File: src/rtl/pf_limit_pkg.sv
package pf_limit_pkg;

  typedef enum logic [2:0] {
    RD_CFG  = 3'd0,
    RD_IO   = 3'd1,
    RD_MEM  = 3'd2,
    RD_LINE = 3'd3,
    RD_MULT = 3'd4
  } rd_cmd_e;

  typedef enum logic [1:0] {
    ST_IDLE  = 2'd0,
    ST_FETCH = 2'd1,
    ST_DRAIN = 2'd2
  } pf_state_e;

  typedef struct packed {
    logic nonpref;    // single Dword, byte enables forwarded
    logic flow;       // flow-through: frame release also ends fetching
    logic unbounded;  // no Dword budget, queue-full limited
  } pf_mode_t;

endpackage

File: src/rtl/pf_limit_calc.sv
module pf_limit_calc
  import pf_limit_pkg::*;
#(
  parameter int CLSW   = 8,
  parameter int BLK_DW = 16,
  parameter int FT_DW  = 1024,
  parameter int LW     = $clog2(FT_DW) + 1
) (
  input  rd_cmd_e                    cmd,
  input  logic                       pref_space,
  input  logic [CLSW-1:0]            cls,
  input  logic [$clog2(FT_DW)-1:0]   addr_ofs,
  input  logic                       flow_en,
  output pf_mode_t                   mode,
  output logic [LW-1:0]              limit
);
  localparam int BLKB = $clog2(BLK_DW);
  localparam int FTB  = $clog2(FT_DW);

  logic          cls_pow;
  logic [LW-1:0] cls_l, addr_l, off_cl, lim_blk, lim_cl, lim_2cl, lim_ft;

  always_comb begin
    cls_pow = (cls == CLSW'(1)) || (cls == CLSW'(2)) ||
              (cls == CLSW'(4)) || (cls == CLSW'(8));
    cls_l   = {{(LW-4){1'b0}}, cls[3:0]};
    addr_l  = {{(LW-FTB){1'b0}}, addr_ofs};
    off_cl  = addr_l & (cls_l - 1'b1);
    lim_blk = LW'(BLK_DW) - {{(LW-BLKB){1'b0}}, addr_ofs[BLKB-1:0]};
    lim_cl  = cls_l - off_cl;
    lim_2cl = (cls_l << 1) - off_cl;
    lim_ft  = LW'(FT_DW) - addr_l;

    mode  = '0;
    limit = LW'(1);
    unique case (cmd)
      RD_MEM: begin
        mode.nonpref = ~pref_space;
        limit        = ~pref_space ? LW'(1) : (cls_pow ? lim_cl : lim_blk);
      end
      RD_LINE: limit = cls_pow ? lim_cl : lim_blk;
      RD_MULT: begin
        limit          = cls_pow ? lim_2cl : lim_blk;
        mode.unbounded = ~cls_pow;
      end
      default: mode.nonpref = 1'b1;  // config, I/O and unused codes
    endcase

    if (flow_en && !mode.nonpref) begin
      mode.flow      = 1'b1;
      mode.unbounded = 1'b0;
      limit          = lim_ft;
    end
  end

endmodule

File: src/rtl/pf_dword_tracker.sv
module pf_dword_tracker #(
  parameter int LW = 11
) (
  input  logic          clk,
  input  logic          rst_n,
  input  logic          clr,
  input  logic          fetch_en,
  input  logic          deliver_en,
  output logic [LW-1:0] fetched,
  output logic [LW-1:0] delivered,
  output logic [LW-1:0] leftover
);
  logic [LW-1:0] fetched_d, delivered_d;

  assign leftover = fetched - delivered;

  always_comb begin
    fetched_d   = fetched;
    delivered_d = delivered;
    if (clr) begin
      fetched_d   = '0;
      delivered_d = '0;
    end else begin
      if (fetch_en && (fetched != '1))        fetched_d   = fetched + 1'b1;
      if (deliver_en && (leftover != '0))     delivered_d = delivered + 1'b1;
    end
  end

  always_ff @(posedge clk or negedge rst_n) begin
    if (!rst_n) begin
      fetched   <= '0;
      delivered <= '0;
    end else begin
      fetched   <= fetched_d;
      delivered <= delivered_d;
    end
  end

  AST_DELIVER_LE_FETCH: assert property (@(posedge clk) disable iff (!rst_n)
    delivered <= fetched);

  AST_CLEAR_EMPTIES: assert property (@(posedge clk) disable iff (!rst_n)
    clr |=> (fetched == '0 && delivered == '0));

endmodule

File: src/rtl/pf_prefetch_limiter.sv
module pf_prefetch_limiter
  import pf_limit_pkg::*;
#(
  parameter int CLSW   = 8,
  parameter int BLK_DW = 16,
  parameter int FT_DW  = 1024
) (
  input  logic                      clk,
  input  logic                      rst_n,
  input  logic                      rd_start,
  input  logic [2:0]                rd_cmd,
  input  logic                      pref_space,
  input  logic [CLSW-1:0]           cls,
  input  logic [$clog2(FT_DW)-1:0]  addr_ofs,
  input  logic                      flow_mode,
  input  logic                      frame_active,
  input  logic                      tgt_disconnect,
  input  logic                      queue_full,
  input  logic                      dword_fetched,
  input  logic                      dword_delivered,
  input  logic                      init_end,
  output logic                      stop_prefetch,
  output logic                      fwd_byte_en,
  output logic                      disc_with_last,
  output logic                      discard_pulse
);
  localparam int LW = $clog2(FT_DW) + 1;

  pf_state_e     st_q, st_d;
  pf_mode_t      mode_q, mode_d, calc_mode;
  logic [LW-1:0] limit_q, limit_d, calc_limit;
  logic          discard_q, discard_d;
  logic          clr, fetch_en, deliver_en, hit, stop_evt;
  logic [LW-1:0] fetched, delivered, leftover;
  logic [LW:0]   fetch_nx;

  pf_limit_calc #(.CLSW(CLSW), .BLK_DW(BLK_DW), .FT_DW(FT_DW), .LW(LW)) calc_i (
    .cmd(rd_cmd_e'(rd_cmd)), .pref_space(pref_space), .cls(cls),
    .addr_ofs(addr_ofs), .flow_en(flow_mode), .mode(calc_mode), .limit(calc_limit)
  );

  pf_dword_tracker #(.LW(LW)) trk_i (
    .clk(clk), .rst_n(rst_n), .clr(clr), .fetch_en(fetch_en),
    .deliver_en(deliver_en), .fetched(fetched), .delivered(delivered),
    .leftover(leftover)
  );

  assign fetch_nx = {1'b0, fetched} + 1'b1;
  assign hit      = !mode_q.unbounded && dword_fetched && (fetch_nx >= {1'b0, limit_q});
  assign stop_evt = hit || tgt_disconnect || queue_full || (mode_q.flow && !frame_active);

  always_comb begin
    st_d       = st_q;
    mode_d     = mode_q;
    limit_d    = limit_q;
    discard_d  = 1'b0;
    clr        = 1'b0;
    fetch_en   = 1'b0;
    deliver_en = 1'b0;
    unique case (st_q)
      ST_IDLE: if (rd_start) begin
        st_d    = ST_FETCH;
        mode_d  = calc_mode;
        limit_d = calc_limit;
        clr     = 1'b1;
      end
      ST_FETCH: if (init_end) begin
        discard_d = (leftover != '0);
        clr       = 1'b1;
        st_d      = ST_IDLE;
      end else begin
        fetch_en   = dword_fetched;
        deliver_en = dword_delivered;
        if (stop_evt) st_d = ST_DRAIN;
      end
      ST_DRAIN: if (init_end) begin
        discard_d = (leftover != '0);
        clr       = 1'b1;
        st_d      = ST_IDLE;
      end else if (dword_delivered && leftover == LW'(1)) begin
        clr  = 1'b1;
        st_d = ST_IDLE;
      end else begin
        deliver_en = dword_delivered;
      end
      default: st_d = ST_IDLE;
    endcase
  end

  always_ff @(posedge clk or negedge rst_n) begin
    if (!rst_n) begin
      st_q      <= ST_IDLE;
      mode_q    <= '0;
      limit_q   <= '0;
      discard_q <= 1'b0;
    end else begin
      st_q      <= st_d;
      mode_q    <= mode_d;
      limit_q   <= limit_d;
      discard_q <= discard_d;
    end
  end

  assign stop_prefetch  = (st_q == ST_DRAIN);
  assign fwd_byte_en    = (st_q != ST_IDLE) && mode_q.nonpref;
  assign disc_with_last = (st_q == ST_DRAIN) && (leftover == LW'(1));
  assign discard_pulse  = discard_q;

  AST_ONE_DWORD_NONPREF: assert property (@(posedge clk) disable iff (!rst_n)
    fwd_byte_en |-> (fetched <= LW'(1)));

  AST_NO_OVERRUN: assert property (@(posedge clk) disable iff (!rst_n)
    (st_q != ST_IDLE && !mode_q.unbounded) |-> (fetched <= limit_q));

  AST_STOP_AT_LIMIT: assert property (@(posedge clk) disable iff (!rst_n)
    (st_q == ST_FETCH && !init_end && dword_fetched && !mode_q.unbounded &&
     fetch_nx == {1'b0, limit_q}) |=> stop_prefetch);

  AST_STOP_ON_DISC: assert property (@(posedge clk) disable iff (!rst_n)
    (st_q == ST_FETCH && !init_end && tgt_disconnect) |=> stop_prefetch);

  AST_STOP_FREEZES_COUNT: assert property (@(posedge clk) disable iff (!rst_n)
    (stop_prefetch && !init_end) |=> (fetched == $past(fetched) || fetched == '0));

  AST_DISCARD_SINGLE: assert property (@(posedge clk) disable iff (!rst_n)
    discard_pulse |=> !discard_pulse);

  AST_DISCARD_IDLE: assert property (@(posedge clk) disable iff (!rst_n)
    discard_pulse |-> (!stop_prefetch && fetched == '0));

endmodule

File: config.mk
export PLATFORM = sky130hd
export DESIGN_NAME = pf_prefetch_limiter
export DESIGN_NICKNAME = d
export VERILOG_FILES = /design/src/rtl/pf_limit_pkg.sv /design/src/rtl/pf_limit_calc.sv /design/src/rtl/pf_dword_tracker.sv /design/src/rtl/pf_prefetch_limiter.sv
export SDC_FILE = /design/constraint.sdc
export NUM_CORES = 1
export LEC_CHECK = 0
export BUFFER_PORTS_ARGS = -buffer_cell sky130_fd_sc_hd__buf_2
export CAP_MARGIN = 5
export CORE_MARGIN = 2
export CORE_UTILIZATION = 55
export DETAILED_ROUTE_END_ITERATION = 8
export PLACE_DENSITY = 0.79
export SYNTH_ARGS = -nofsm -noshare
export SYNTH_HDL_FRONTEND = slang
export SYNTH_HIERARCHICAL = 1
export SYNTH_SLANG_ARGS = --single-unit
export TNS_END_PERCENT = 5
File: constraint.sdc
create_clock -name clk -period 4.5 [get_ports clk]
set_input_delay 0.9 -clock clk [delete_from_list [all_inputs] [get_ports clk]]
set_output_delay 0.9 -clock clk [all_outputs]
set_load 0.02 [all_outputs]
## Yosys cells after proc, flatten, opt, wreduce, memory -nomap -nowiden

Cells that the tools add are included.

| word-level totals | value |
|---|---|
| bits in registers | 39 |
| bits in latches | 0 |
| RAM bits | 0 |
| memory bits (read-only) | 0 |
| word-level logic and storage cells | 93 |
| memories kept | 0 |

| cells by class | value |
|---|---|
| $add $sub $neg | 9 |
| $mul | 0 |
| div/mod/pow operators | 0 |
| $lt $le $gt $ge | 1 |
| eq/ne operators | 14 |
| shifts and indexed selects | 0 |
| muxes and demuxes | 31 |
| bitwise operators | 3 |
| reductions and logical operators | 27 |

Operators with widths:

| kind | number |
|---|---|
| 2-to-1 mux 11 bit | 8 |
| one-hot mux 11 bit (3 select lines) | 1 |
| adder 11 x 1 -> 11 bit, second input constant | 2 |
| adder 11 x 1 -> 12 bit, second input constant | 1 |
| >= comparator 12 x 11 -> 1 bit | 1 |
| 2-to-1 mux 1 bit | 12 |
| 2-to-1 mux 2 bit | 6 |
| AND 10 x 11 -> 11 bit | 1 |
| equality test 11 x 1 -> 1 bit, second input constant | 1 |
| inequality test 11 bit, second input constant | 1 |
| nonzero test 11 bit | 1 |
| subtractor 11 x 10 -> 11 bit, first input constant | 1 |
| subtractor 11 bit | 1 |
| subtractor 4 x 11 -> 11 bit | 1 |
| subtractor 5 x 11 -> 11 bit | 1 |
| logical AND 1 bit | 9 |
| equality test 8 x 1 -> 1 bit, second input constant | 1 |
| equality test 8 x 2 -> 1 bit, second input constant | 1 |
| equality test 8 x 3 -> 1 bit, second input constant | 1 |
| equality test 8 x 4 -> 1 bit, second input constant | 1 |
| equality test 3 x 2 -> 1 bit, second input constant | 2 |
| logical OR 1 bit | 6 |
| one-hot mux 2 bit (3 select lines) | 1 |
| nonzero test 2 bit | 3 |
| 16 further kinds | 21 |

## Depth between registers and ports, before layout

| logic depth | value |
|---|---|
| depth in word-level cells | 9 |
| depth in mapped cells | 19 |
| depth with buffers taken out | 17 |

## Hierarchy

The synthesis kept the hierarchy.

By module, submodules not included:

| module | times used | cells an instance | area an instance (um^2) | seq. area each (um^2) |
|---|---|---|---|---|
| pf_dword_tracker | 1 | 185 | 1629.1 | 550.5 |
| pf_limit_calc | 1 | 195 | 1345.0 | 0.0 |
| pf_prefetch_limiter | 1 | 129 | 1278.7 | 425.4 |

## Worst setup path before layout

OpenSTA, ideal clock, no wires.

| timing | value |
|---|---|
| path type | flip-flop to output port |
| from | reg trk_i.fetched[0] |
| to | out disc_with_last |
| data arrival time | 2.884 ns |
| data required time | 3.600 ns |
| path slack | 0.716 ns |
| stages on the path, launching flop included | 13 |
| cell sequence | dfrtp_1 inv_1 ha_1 inv_1 fa_1 a211oi_2 o21bai_1 a21oi_1 xor2_1 inv_1 or4_4 nor4_4 and3_2 |

| on the way | value |
|---|---|
| longest elaborated chain between the ends | 3 |

RTL lines:

| item | line | RTL |
|---|---|---|
| from (decl) | pf_dword_tracker.sv:9 | `output logic [LW-1:0] fetched,` |
| from (signal assigned) | pf_dword_tracker.sv:34 | `fetched <= fetched_d;` |
| subtractor 11 bit | pf_dword_tracker.sv:15 | `assign leftover = fetched - delivered;` |
| named net leftover[6] | pf_prefetch_limiter.sv:34 | `logic [LW-1:0] fetched, delivered, leftover;` |
| equality test 11 x 1 -> 1 bit | pf_prefetch_limiter.sv:106 | `assign disc_with_last = (st_q == ST_DRAIN) && (leftover == LW'(1));` |
| logical AND 1 bit | pf_prefetch_limiter.sv:106 |  |
| to (decl) | pf_prefetch_limiter.sv:24 | `output logic disc_with_last,` |

The timed path passes the listed nets, and every way through them passes these cells.

## Worst setup path in the final report

Same ends and word-level chain as after synthesis.

==> impl_metrics.ini <==
[floorplanning]
placement_rows = 32
die_width_um = 91.9
die_area_mm2 = 0.00845
core_mm2 = 0.00761
floorplan.initialDensity_pct = 55.9
die_height_um = 91.9
ioPinCount = 36

[worst_hold_path]
min_path_type = register to register
min_from = mode_q[2]$_DFFE_PN0P_

[setup_path]
timing.critical_path.cells = inv_1 -> ha_1 -> inv_1 -> fa_1 -> a211oi_4 -> o21bai_1 -> a21oi_1 -> xor2_1 -> inv_1 -> or4_4 -> nor4_4 -> and3_2 -> buf_2
path_common_cell = sky130_fd_sc_hd__inv_1
worst_setup_sp_type = register
path_buf_inv = 4
timing.critical_path.arrival_ps = 3410
cpLargestDelayFamily = simple AND/OR/NAND/NOR gates
crit_path_top_delay_cell = sky130_fd_sc_hd__or4_4
critical_path_peak_fanout = 9
crit_start = trk_i/fetched[0]$_DFFE_PN0P_
max_stage_delay_ps = 490
critical_path_class = register to output pin
regToRegStartpoint = trk_i/fetched[0]$_DFFE_PN0P_
required_ps = 3600
endpoint_kind = output pin

[global_routing]
congestion_overflow_gr = 0
grt_antenna_before_repair = 0
wire_length_of_the_first_global_routing_pass_mm = 17.0
first_global_vias = 3820
gr-usage-all-layers_pct = 24.3
grt_max_degree = 40

[timing]
min_period_ps = 4310
clock_skew_ps = 7.67
final_hold_viol_count = 0
maxClockFrequency_mhz = 232
max_slew_margin_pct = 43.2
final_setup_violation_count = 0
worstMarginPinSlew_ps = 852
timing.final.crit_share_pct = 95.7
final_max_slew_viol_count = 0

[clocking]
clock_edge_transition_at_the_registers_on_the_reported_setup_and_hold_paths_ps = 80
cts_hold_buffers = 0
clock_latency_ps = 290
htreeDepth = 2
clock_tree_from_tritoncts = done
cts_sinks = 39
maximum_clock_insertion_buffer_count = 2
cts_buffers = 5
cts_root_buf = sky130_fd_sc_hd__clkbuf_8

[synthesis]
yosysSeqAreaShare_pct = 22.9
synthesis.nets = 580
synth_async_sr_flop_share_pct = 100
synth-edff-count = 0
ys.warnings.count = 6
post_synth.cell_area_avg_um2 = 8.36
cell_area_after_synthesis_mm2 = 0.00425
postSynthCellCount = 509
post_synth_num_cell_types = 81
postSynth.topFlopCell = sky130_fd_sc_hd__dfrtp_1
synth-seq-cells = 39

[routing]
remaining_drc_errors = 0
drt_pass1_iterations = 4
first_iter_violations = 152
drt-total-wl_mm = 9.84
via_count = 3833
antenna_violating_nets_post_route = 0
average_via_count_per_standard_cell = 5.97
wl_per_cell_um = 15.3

[place]
post_dp_cell_area_mm2 = 0.00449
detailed_place_hpwl_mm = 7.66
place.port_buffers = 35
routabilityCongestion = 0.933

[cells_and_area]
drive_gt1_share_pct = 17.8
num-fill-cells = 680
postLayoutCoreUtil_pct = 60.8
final_cell_mix = 44 x sky130_fd_sc_hd__nor2_1, 43 x sky130_fd_sc_hd__inv_1, 38 x sky130_fd_sc_hd__ha_1, 38 x sky130_fd_sc_hd__dfrtp_1, 37 x sky130_fd_sc_hd__a21oi_1
regArea_um2 = 977
syn2layout_area_growth_pct = 8.77
finish.net_count = 610
multi_input_area_mm2 = 0.00304
postLayoutCellArea_mm2 = 0.00463
layout.cells.most_common = sky130_fd_sc_hd__nor2_1
n_antenna_cell = 0

[power_and_ir_drop]
pwr_density_cell_mw_per_mm2 = 350
vdd_ir_drop_max_v = 0.000171
p_leak_nw = 1.97

[flow_run]
drv_cap = 0

[run_status]
run_status = completed
timing repair:
| item | CTS | global route |
|---|---|---|
| setup endpoints to repair | 0 | 1 |
| gates resized for setup | 0 | 2 |
| setup buffers | 0 | 1 |
cells by family (layout without fill, tap and decap cells):
logic type	after synthesis	count (layout)	synth area share, %
buf+inv	59	90	5.83
xor+xnor	44	44	9.24
flops	39	39	22.9
mux	23	23	5.97
fa+ha+maj	39	39	11.7
simple gates	169	169	21.3
compound gates	136	136	23.1
final timing paths:
| path | to | slack [ps] | cells past startpoint |
|---|---|---|---|
| min in group asynchronous | discard_pulse$_DFF_PN0_ | 700 | 1 |
| min | mode_q[2]$_DFFE_PN0P_ | 500 | 1 |
| min reg2reg | mode_q[2]$_DFFE_PN0P_ | 500 | 1 |
| max in group asynchronous | trk_i/fetched[0]$_DFFE_PN0P_ | 3200 | 1 |
| max reg2reg | trk_i/delivered[1]$_DFFE_PN0P_ | 570 | 19 |
| max | disc_with_last | 190 | 13 |
flip-flops by register name (all words and copies together) (netlist names):
signal	count
mode_q	3
trk_i/delivered	11
discard_pulse	1
trk_i/fetched	11
st_q	2
limit_q	11
metrics by stage:
| stage | hold WS, ps | TNS, ps | setup WS [ps] | instances | power [mW] |
|---|---|---|---|---|---|
| floorplan | 471 | 0 | 716 | 509 | 1.11 |
| global placement | 483 | 0 | 519 | 633 | 1.25 |
| detailed placement | 486 | 0 | 393 | 633 | 1.28 |
| CTS | 504 | 0 | 9.58 | 641 | 1.59 |
| global route | 522 | -6.13 | -6.13 | 642 | 1.75 |
| finish | 500 | 0 | 195 | 642 | 1.62 |
per-layer routing:
layer	vias to the layer above	GRT usage [%]	wire length, um
met5	-	0	0
met4	0	8.33	144
met3	14	1.97	246
met2	73	46.9	5190
met1	1846	27.9	4260
li1	1900	-	-
power by group:
part | internal, mW | total [mW] | switching [mW] | leakage (nW)
clock | 0.179 | 0.302 | 0.122 | 0.0612
sequential | 0.408 | 0.453 | 0.0450 | 0.527
combinational | 0.387 | 0.864 | 0.478 | 1.39
total | 0.974 | 1.62 | 0.645 | 1.97
synthesized netlist by cell type (all sizes together) (2+ instances only):
master | number | area share [%]
nand3 | 15 | 1.8
nand2b | 11 | 1.7
mux2i | 7 | 1.6
nand2 | 36 | 3.3
xor2 | 23 | 4.7
xnor2 | 21 | 4.5
nor2b | 4 | 0.59
a21o | 3 | 0.53
o31ai | 11 | 2.8
a21boi | 3 | 0.53
o211ai | 8 | 1.5
o21bai | 2 | 0.35
o22a | 2 | 0.41
dfrtp | 39 | 23
o22ai | 3 | 0.59
nor4 | 6 | 1.2
a2bb2oi | 2 | 0.56
nand4 | 10 | 1.5
nor3 | 12 | 1.9
o221ai | 2 | 0.41
or3 | 8 | 1.2
nor2 | 45 | 4.0
or4 | 5 | 0.97
inv | 43 | 3.8
a211oi | 2 | 0.47
buf | 9 | 1.4
and3 | 5 | 0.91
a22oi | 5 | 0.88
ha | 38 | 11
a31oi | 6 | 1.2
a2111oi | 2 | 0.71
a221oi | 3 | 0.91
mux2 | 16 | 4.3
o21a | 4 | 0.71
clkbuf | 7 | 0.62
nor3b | 2 | 0.47
o21ai | 30 | 3.5
nor4b | 2 | 0.41
or2 | 2 | 0.29
and2 | 2 | 0.29
a21oi | 38 | 4.6
area by class of cell:
| cell class | count | area share (%) |
|---|---|---|
| Timing Repair Buffer | 39 | 4.44 |
| Multi-Input combinational cell | 411 | 65.6 |
| Clock inverter | 2 | 0.757 |
| Tap cell | 102 | 2.76 |
| Inverter | 43 | 3.49 |
| Sequential cell | 39 | 21.1 |
| Clock buffer | 6 | 1.79 |
No activity file was read; power rests on OpenSTA's default activity.
